File: config.mk
export PLATFORM = sky130hd
export DESIGN_NAME = branch_step_unit
export DESIGN_NICKNAME = d
export VERILOG_FILES = /design/src/rtl/brs_pkg.sv /design/src/rtl/brs_field_split.sv /design/src/rtl/brs_cond_eval.sv /design/src/rtl/brs_target_calc.sv /design/src/rtl/branch_step_unit.sv
export SDC_FILE = /design/constraint.sdc
export NUM_CORES = 1
export LEC_CHECK = 0
export ABC_AREA = 1
export BUFFER_PORTS_ARGS = -buffer_cell sky130_fd_sc_hd__clkbuf_2
export CAP_MARGIN = 10
export CORE_MARGIN = 2
export CORE_UTILIZATION = 45
export CTS_BUF_LIST = sky130_fd_sc_hd__clkbuf_8
export DETAILED_ROUTE_END_ITERATION = 10
export GPL_ROUTABILITY_DRIVEN = 0
export PLACE_DENSITY = 0.72
export SLEW_MARGIN = 5
export SYNTH_ARGS = -nofsm -noshare
export SYNTH_HDL_FRONTEND = slang
export SYNTH_SLANG_ARGS = --single-unit
File: constraint.sdc
create_clock -name clk -period 3.1 [get_ports clk]
set_input_delay 0.62 -clock clk [delete_from_list [all_inputs] [get_ports clk]]
set_output_delay 0.62 -clock clk [all_outputs]
set_load 0.03 [all_outputs]
File: src/rtl/brs_pkg.sv
// Package: shared types and constants for the branch resolution unit.
// Assumes the jump format tag sits in the top three bits of the word.
package brs_pkg;

    localparam logic [2:0] JUMP_TAG = 3'b001;

    typedef enum logic [2:0] {
        CC_ZERO_CLR = 3'b000,
        CC_ZERO_SET = 3'b001,
        CC_CARRY_CLR = 3'b010,
        CC_CARRY_SET = 3'b011,
        CC_NEG_SET  = 3'b100,
        CC_SGN_GE   = 3'b101,
        CC_SGN_LT   = 3'b110,
        CC_ALWAYS   = 3'b111
    } cond_e;

    typedef struct packed {
        logic n;
        logic z;
        logic c;
        logic v;
    } flags_t;

endpackage

File: src/rtl/brs_field_split.sv
// Module: splits an instruction word into jump tag test, condition and offset.
// Assumes tag in the top 3 bits, condition in the next 3, offset in the low OFF_W bits.
module brs_field_split
    import brs_pkg::*;
#(
    parameter int INSN_W = 16,
    parameter int OFF_W  = 10
) (
    input  logic [INSN_W-1:0] word_i,
    output logic              is_jump_o,
    output cond_e             cond_o,
    output logic [OFF_W-1:0]  offset_o
);
    localparam int TAG_LSB  = INSN_W - 3;
    localparam int COND_LSB = TAG_LSB - 3;

    // Field extraction from fixed positions.
    always_comb begin
        is_jump_o = (word_i[INSN_W-1:TAG_LSB] == JUMP_TAG);
        cond_o    = cond_e'(word_i[COND_LSB+2:COND_LSB]);
        offset_o  = word_i[OFF_W-1:0];
    end
endmodule

File: src/rtl/brs_cond_eval.sv
// Module: evaluates the 3-bit branch condition against the status flags.
// Assumes flags are sampled in the same cycle as the condition; purely combinational.
module brs_cond_eval
    import brs_pkg::*;
(
    input  cond_e  cond_i,
    input  flags_t flags_i,
    output logic   hit_o
);
    logic sgn_lt;

    // Signed less-than is N differing from V.
    always_comb sgn_lt = flags_i.n ^ flags_i.v;

    // Condition selection.
    always_comb begin
        unique case (cond_i)
            CC_ZERO_CLR:  hit_o = ~flags_i.z;
            CC_ZERO_SET:  hit_o = flags_i.z;
            CC_CARRY_CLR: hit_o = ~flags_i.c;
            CC_CARRY_SET: hit_o = flags_i.c;
            CC_NEG_SET:   hit_o = flags_i.n;
            CC_SGN_GE:    hit_o = ~sgn_lt;
            CC_SGN_LT:    hit_o = sgn_lt;
            CC_ALWAYS:    hit_o = 1'b1;
            default:      hit_o = 1'b0;
        endcase
    end
endmodule

File: src/rtl/brs_target_calc.sv
// Module: forms the continuation address from the advanced PC and a word offset.
// Assumes OFF_W+1 <= ADDR_W; the sum wraps modulo 2^ADDR_W and bit 0 is cleared.
module brs_target_calc #(
    parameter int ADDR_W = 16,
    parameter int OFF_W  = 10
) (
    input  logic [ADDR_W-1:0] pc_i,
    input  logic [OFF_W-1:0]  offset_i,
    input  logic              take_i,
    output logic [ADDR_W-1:0] next_pc_o
);
    localparam int EXT_W = ADDR_W - OFF_W - 1;

    logic [ADDR_W-1:0] byte_disp;
    logic [ADDR_W-1:0] sum;

    // Sign-extend the word offset and scale it to bytes.
    generate
        if (EXT_W > 0) begin : g_ext
            always_comb byte_disp = {{EXT_W{offset_i[OFF_W-1]}}, offset_i, 1'b0};
        end else begin : g_noext
            always_comb byte_disp = {offset_i, 1'b0};
        end
    endgenerate

    // Pick the target or the fall-through address, then force even alignment.
    always_comb begin
        sum       = take_i ? (pc_i + byte_disp) : pc_i;
        next_pc_o = {sum[ADDR_W-1:1], 1'b0};
    end
endmodule

File: src/rtl/branch_step_unit.sv
// Module: top of the branch resolution unit; registers decode, condition and target.
// Assumes strobe_i is a one-cycle request and pc_i already points past the jump word.
module branch_step_unit
    import brs_pkg::*;
#(
    parameter int ADDR_W = 16,
    parameter int INSN_W = 16,
    parameter int OFF_W  = 10
) (
    input  logic              clk,
    input  logic              rst_n,
    input  logic              strobe_i,
    input  logic [INSN_W-1:0] insn_i,
    input  logic [ADDR_W-1:0] pc_i,
    input  logic              flag_n_i,
    input  logic              flag_z_i,
    input  logic              flag_c_i,
    input  logic              flag_v_i,
    output logic              valid_o,
    output logic              is_jump_o,
    output logic              taken_o,
    output logic [ADDR_W-1:0] next_pc_o,
    output logic [3:0]        flags_o
);
    logic              dec_jump;
    cond_e             dec_cond;
    logic [OFF_W-1:0]  dec_off;
    flags_t            cur_flags;
    logic              cond_hit;
    logic              take;
    logic [ADDR_W-1:0] tgt_pc;

    // Gather the loose flag pins into one record.
    always_comb cur_flags = '{n: flag_n_i, z: flag_z_i, c: flag_c_i, v: flag_v_i};

    brs_field_split #(.INSN_W(INSN_W), .OFF_W(OFF_W)) u_split (
        .word_i    (insn_i),
        .is_jump_o (dec_jump),
        .cond_o    (dec_cond),
        .offset_o  (dec_off)
    );

    brs_cond_eval u_cond (
        .cond_i  (dec_cond),
        .flags_i (cur_flags),
        .hit_o   (cond_hit)
    );

    // A branch is taken only for a jump word whose condition holds.
    always_comb take = dec_jump & cond_hit;

    brs_target_calc #(.ADDR_W(ADDR_W), .OFF_W(OFF_W)) u_tgt (
        .pc_i      (pc_i),
        .offset_i  (dec_off),
        .take_i    (take),
        .next_pc_o (tgt_pc)
    );

    // Result registers: clear on reset, load on strobe, otherwise hold.
    always_ff @(posedge clk) begin
        if (!rst_n) begin
            valid_o   <= 1'b0;
            is_jump_o <= 1'b0;
            taken_o   <= 1'b0;
            next_pc_o <= '0;
            flags_o   <= '0;
        end else begin
            valid_o <= strobe_i;
            if (strobe_i) begin
                is_jump_o <= dec_jump;
                taken_o   <= take;
                next_pc_o <= tgt_pc;
                flags_o   <= cur_flags;
            end
        end
    end
endmodule

==> results of run 1 <==
-- worst max-delay path by stage --
stage	slack [ns]	endpoint	cells after the start
final	1.14	next_pc_o[13]	13
after global routing	0.99	next_pc_o[13]	13
after CTS	1.14	next_pc_o[13]	13
after detailed placement	0.88	next_pc_o[13]	13
after global placement	0.89	next_pc_o[9]	14
after floorplan	1.17	next_pc_o[9]	13
-- power groups by stage --
stage	clock, mW	sequential (mW)	combinational [mW]
after global routing	0.189	0.313	0.355
after global placement	0	0.317	0.308
after detailed placement	0	0.317	0.312
after CTS	0.175	0.310	0.314
final	0.170	0.310	0.312
after floorplan	0	0.353	0.194
-- kinds of logic after synthesis --
kind of cell               count (synthesis)  share of synthesized area [%]
adders and majority gates                 15                          9.750
and+or+nand+nor                          181                          39.38
other                                      1                         0.1873
AOI/OAI and AO/OA                         35                          11.00
buffers and inverters                     73                          15.06
DFF                                       22                          22.00
xor gates and xnor gates                   6                          2.625
-- flip-flops by register name, indices dropped and copies added, names as in the netlist --
register and count:
taken_o 1, flags_o 4, is_jump_o 1, next_pc_o 15
valid_o 1
-- through the flow --
stage          setup slack (ns)  util, %  power, mW  std cells  area, um2
6_report                  1.144    54.17     0.7918        438       2342
5_1_grt                  0.9880    54.17     0.8561        438       2342
4_1_cts                   1.140    54.17     0.7992        438       2342
3_5_place_dp             0.8774    53.21     0.6292        435       2301
3_3_place_gp             0.8930    53.21     0.6247        435       2301
2_1_floorplan             1.168        -     0.5471        333       2002
-- per-layer routing --
metal | part of all wire [%] | track usage (%)
met1 | 45 | 23.71
met2 | 48 | 34.58
met3 | 6.7 | 3.846
met4 | 0.61 | 1.677
met5 | 0 | 0
-- critical path, delay by kind of cell --
| kind | cells | cell delay (ns) |
|---|---|---|
| AOI/OAI and AO/OA | 1 | 0.12 |
| adders and majority gates | 2 | 0.57 |
| buffers and inverters | 3 | 0.25 |
| and+or+nand+nor | 7 | 0.58 |
-- cell type report --
class / instances / share of cell area (%)
repair buffers: 59 / 12.61
inverters: 64 / 10.26
flip-flops and latches: 22 / 18.80
clock buffers: 3 / 1.763
well taps: 52 / 2.778
multi-input cells: 238 / 53.79
-- Yosys cell counts --
cell type,count
a21oi_1,17
a21oi_2,10
buf_2,1
buf_4,1
buf_6,3
clkbuf_1,4
conb_1,1
dfxtp_1,22
fa_1,1
ha_1,14
inv_1,63
inv_2,1
nand2_1,116
nand2_2,3
nand3_1,28
nand3_2,2
nand3_4,1
nand3b_1,2
nand4_1,3
nor2_1,23
nor2_4,1
nor3b_4,1
o211ai_1,3
o21ai_0,5
or2_2,1
xnor2_1,2
xor2_1,4
==> flow_summary.yaml, run 1 <==
sta:
  min_period_ns: 1.956
  setup_tns_ns: 0
  hold_viol: 0
  timing.slew.headroom_pct: 51.40
  hold_slack_ns: 0.4652
  finalCritPeriodShare_pct: 63.11
  timing.fmax_mhz: 511.2
  worst_pin_slew_ns: 0.7281
  slew_violations: 0
  rsz0062_at_grt: "no"
  finalClockSkew_ns: 0
  setup_violations: 0
die:
  die_w_um: 70.70
  start_util_pct: 46.30
  die-height_um: 70.70
  fp-row-count: 24
  die-area_um2: 4998
  coreArea_um2: 4324
  ios: 62
drt:
  antenna_left: 0
  vias: 2085
  routed_wl_um: 4587
  drtIter0Drc: 96
  drt_drc_violations_left: 0
  wl_per_cell_um: 10.47
  drt_pass1_iterations: 4
  vias_per_cell: 4.760
clock_tree:
  cts_tree: "built"
  clock_sinks: 22
  numCtsBuffers: 3
  htreeDepth: 1
  ctsResizeCount: 0
  cts_hold_buf: 0
  cts-root-buf: "clkbuf_8"
  clk_pin_slew_worst_paths_ns: 0.07
  clockBufferDepth: 2
  clock_latency_ns: 0.26
  post_cts_buffers: 0
grt:
  grt_pass1_wl_um: 7900
  grt_pass1_vias: 1898
  grt_use_total_pct: 18.88
  grt_start_max_net_pins: 25
  antenna_found_initial: 0
  grt-ovfl-total: 0
logic_synthesis:
  synthTopCellsByArea: "dfxtp_1, nand2_1, inv_1"
  synth_cell_type_count: 27
  syn_nets: 387
  synthCells: 333
  netlist.top_cell.by_area: "dfxtp_1"
  yosys_register_bits: 22
  yosysSeqAreaShare_pct: 22.00
  synth_top_area_share_pct: 22.00
  synthesis.area_um2: 2002
  synthesis.area_per_instance_um2: 6.012
  yosys_warnings: 0
run:
  drv_cap: 0
layout:
  final_common_cell: "nand2_1"
  drive_gt1_share_pct: 21.24
  register_area_um2: 440.4
  multi_input_area_um2: 1260
  final_cell_mix: "nand2_1, inv_1, clkbuf_2"
  fillers: 470
  synthToLayoutAreaGrowth_pct: 17.00
  antenna_cells: 0
  final_nets: 442
hold_path:
  hp-start: "is_jump_o"
  whs_path_depth: 2
  whs_endpoint: "is_jump_o"
  hp-class: "flip-flop to flip-flop"
worst_setup_path:
  cp-end-kind: "flip-flop"
  rrSetupSlack_ns: 2.44
  cp-start-kind: "input pin"
  rr_endpoint: "next_pc_o[7]"
  slowest_stage: "fa_1"
  cp_cell_sequence: "clkbuf_2 -> ha_1 -> inv_1 -> fa_1 -> inv_1 -> nand3_1 -> nand3_1 -> nand3_1 -> nand3_1 -> nand2_1 -> nand3_1 -> nand2_1 -> a21oi_1"
  cpMostUsedCell: "nand3_1"
  critPathKind: "input pin to flip-flop"
  startpoint: "pc_i[1]"
  slowest_delay_ns: 0.39
  reg2reg_depth: 4
  r2r_start: "next_pc_o[7]"
  worstPathArrival_ns: 2.14
  required_ns: 3.28
  crit_fanout: 3
power_and_ir_drop:
  power_per_cell_area_nw_per_um2: 338.1
  pwr-share-clk_pct: 21.5
  combPwrFrac_pct: 39.3
  p_leak_nw: 1.389
  vdd_ir_drop_max_v: 0.0001627
  netSwitchingFraction_pct: 36.97
  seq_power_share_pct: 39.2
  internal_power_mw: 0.4991
  p_sw_mw: 0.2928
placed_design:
  io_buffers: 59
  hpwlAfterDp_um: 3750
run_status:
  status: "completed"
No activity file was read; power rests on OpenSTA's default activity.
==> run 2, diff against run 1 <==
Clock period 3.1 ns to 1.9 ns, I/O delays scaled along.
==> run 2 against run 1 <==
- utilization up 1.4 points
- setup slack lost 0.92 ns
- clock power up 94%
- register-to-register slack worse by 1.2 ns
- critical path type unchanged
==> flow_summary.yaml, run 2 (synthesized netlist as in run 1, its figures left out) <==
die:
  die-area_um2: 4998
  start_util_pct: 46.30
  die_w_um: 70.70
  coreArea_um2: 4324
  die-height_um: 70.70
  fp-row-count: 24
  ios: 62
worst_setup_path:
  crit_fanout: 3
  cp-end-kind: "flip-flop"
  rrSetupSlack_ns: 1.24
  startpoint: "pc_i[1]"
  r2r_start: "next_pc_o[7]"
  rr_endpoint: "next_pc_o[7]"
  critPathKind: "input pin to flip-flop"
  worstPathArrival_ns: 1.81
  reg2reg_depth: 4
  crit_end: "next_pc_o[15]"
  required_ns: 2.04
  cp-start-kind: "input pin"
layout:
  final_nets: 448
  reg_top3: "next_pc_o: 15 flops, flags_o: 4 flops"
  drive_gt1_share_pct: 22.65
  largest_register_ffs: 15
  top_register: "next_pc_o"
  antenna_cells: 0
  synthToLayoutAreaGrowth_pct: 19.94
  final_core_util_pct: 55.53
  fillers: 456
  final_cell_area_um2: 2401
  final_cell_mix: "nand2_1, inv_1, clkbuf_2"
  final_common_cell: "nand2_1"
power_and_ir_drop:
  vdd_ir_drop_max_v: 0.0003875
  p_leak_nw: 1.426
  power_per_cell_area_nw_per_um2: 565.1
sta:
  setup_violations: 0
  slew_violations: 0
  timing.fmax_mhz: 596.2
  finalClockSkew_ns: 0
  finalCritPeriodShare_pct: 88.27
  rsz0062_at_grt: "no"
  hold_viol: 0
  min_period_ns: 1.677
  hold_slack_ns: 0.3578
  setup_tns_ns: 0
drt:
  wl_met3_um: 276
  antenna_left: 0
  wl_met2_um: 2203
  wl_per_cell_um: 10.56
  drt_drc_violations_left: 0
  drtIter0Drc: 132
  vias: 2108
  vias_per_cell: 4.737
  routed_wl_um: 4701
  dr.max_layer_used: "met4"
  drt_pass1_iterations: 4
  met1_length_um: 2206
clock_tree:
  clockBufferDepth: 2
  clock_sinks: 22
  clock_latency_ns: 0.26
  post_cts_buffers: 0
  cts_hold_buf: 0
  cts_tree: "built"
  clk_pin_slew_worst_paths_ns: 0.08
  htreeDepth: 1
  numCtsBuffers: 3
  ctsResizeCount: 0
  cts-root-buf: "clkbuf_8"
run_status:
  status: "completed"
grt:
  antenna_found_initial: 0
  grt_pass1_wl_um: 8355
  grt-ovfl-total: 0
  grt_use_total_pct: 19.78
  grt_start_max_net_pins: 24
  grt_pass1_vias: 1939
run:
  drv_cap: 0
hold_path:
  hp-class: "input pin to flip-flop"
  whs_path_depth: 3
placed_design:
  io_buffers: 59
  hpwlAfterDp_um: 3855
  placed_area_um2: 2346
[run 2: changes by cell type in the layout (fill, tap and decap cells not counted)]
cell / before / now
buf_4: 0 / 6
clkbuf_8: 3 / 4
[run 2: routing by layer]
layer | track usage, % | up-vias
met5 | 0 | -
met4 | 1.887 | 0
met3 | 3.989 | 2
met2 | 35.31 | 51
met1 | 25.57 | 910
li1 | - | 1145
[run 2: metrics by stage]
stage	total power [mW]	std cells	worst slack [ns]
after global placement	1.030	441	-0.01055
final	1.357	445	0.2228
after global routing	1.465	445	0.04975
after floorplan	0.8927	333	0.2077
after CTS	1.368	445	0.2171
after detailed placement	1.039	441	-0.05770
[run 2: power breakdown]
group	total (mW)	switching (mW)	internal [mW]	leakage (nW)
clock	0.330	0.146	0.185	0.0288
combinational	0.520	0.329	0.191	1.21
sequential	0.506	0.0151	0.491	0.182
total	1.36	0.490	0.867	1.43
[run 2: worst max-delay path: stages]
cell      delay [ns]
clkbuf_2        0.09
ha_1            0.18
inv_1           0.07
fa_1            0.39
inv_1           0.09
nand2_1         0.06
nand3_1         0.13
nand2_1         0.11
nand3_1         0.10
nand3_1         0.07
nand2_1         0.09
a21oi_2         0.05
[run 2: layout make-up]
class	count	area (um2)	share of cell area (%)
Clock buffer	4	55.05	2.293
Multi-Input combinational cell	238	1260	52.48
Sequential cell	22	440.4	18.34
Tap cell	52	65.06	2.710
Inverter	64	240.2	10.01
Timing Repair Buffer	65	340.3	14.17
[run 2: how the worst min path moves through the flow]
| stage | from | to | slack (ns) |
|---|---|---|---|
| 2_1_floorplan | flag_c_i | flags_o[1] | 0.51 |
| 3_3_place_gp | next_pc_o[14] | next_pc_o[14] | 0.46 |
| 3_5_place_dp | next_pc_o[14] | next_pc_o[14] | 0.46 |
| 4_1_cts | flag_c_i | flags_o[1] | 0.36 |
| 5_1_grt | flag_c_i | flags_o[1] | 0.37 |
| 6_report | flag_c_i | flags_o[1] | 0.36 |
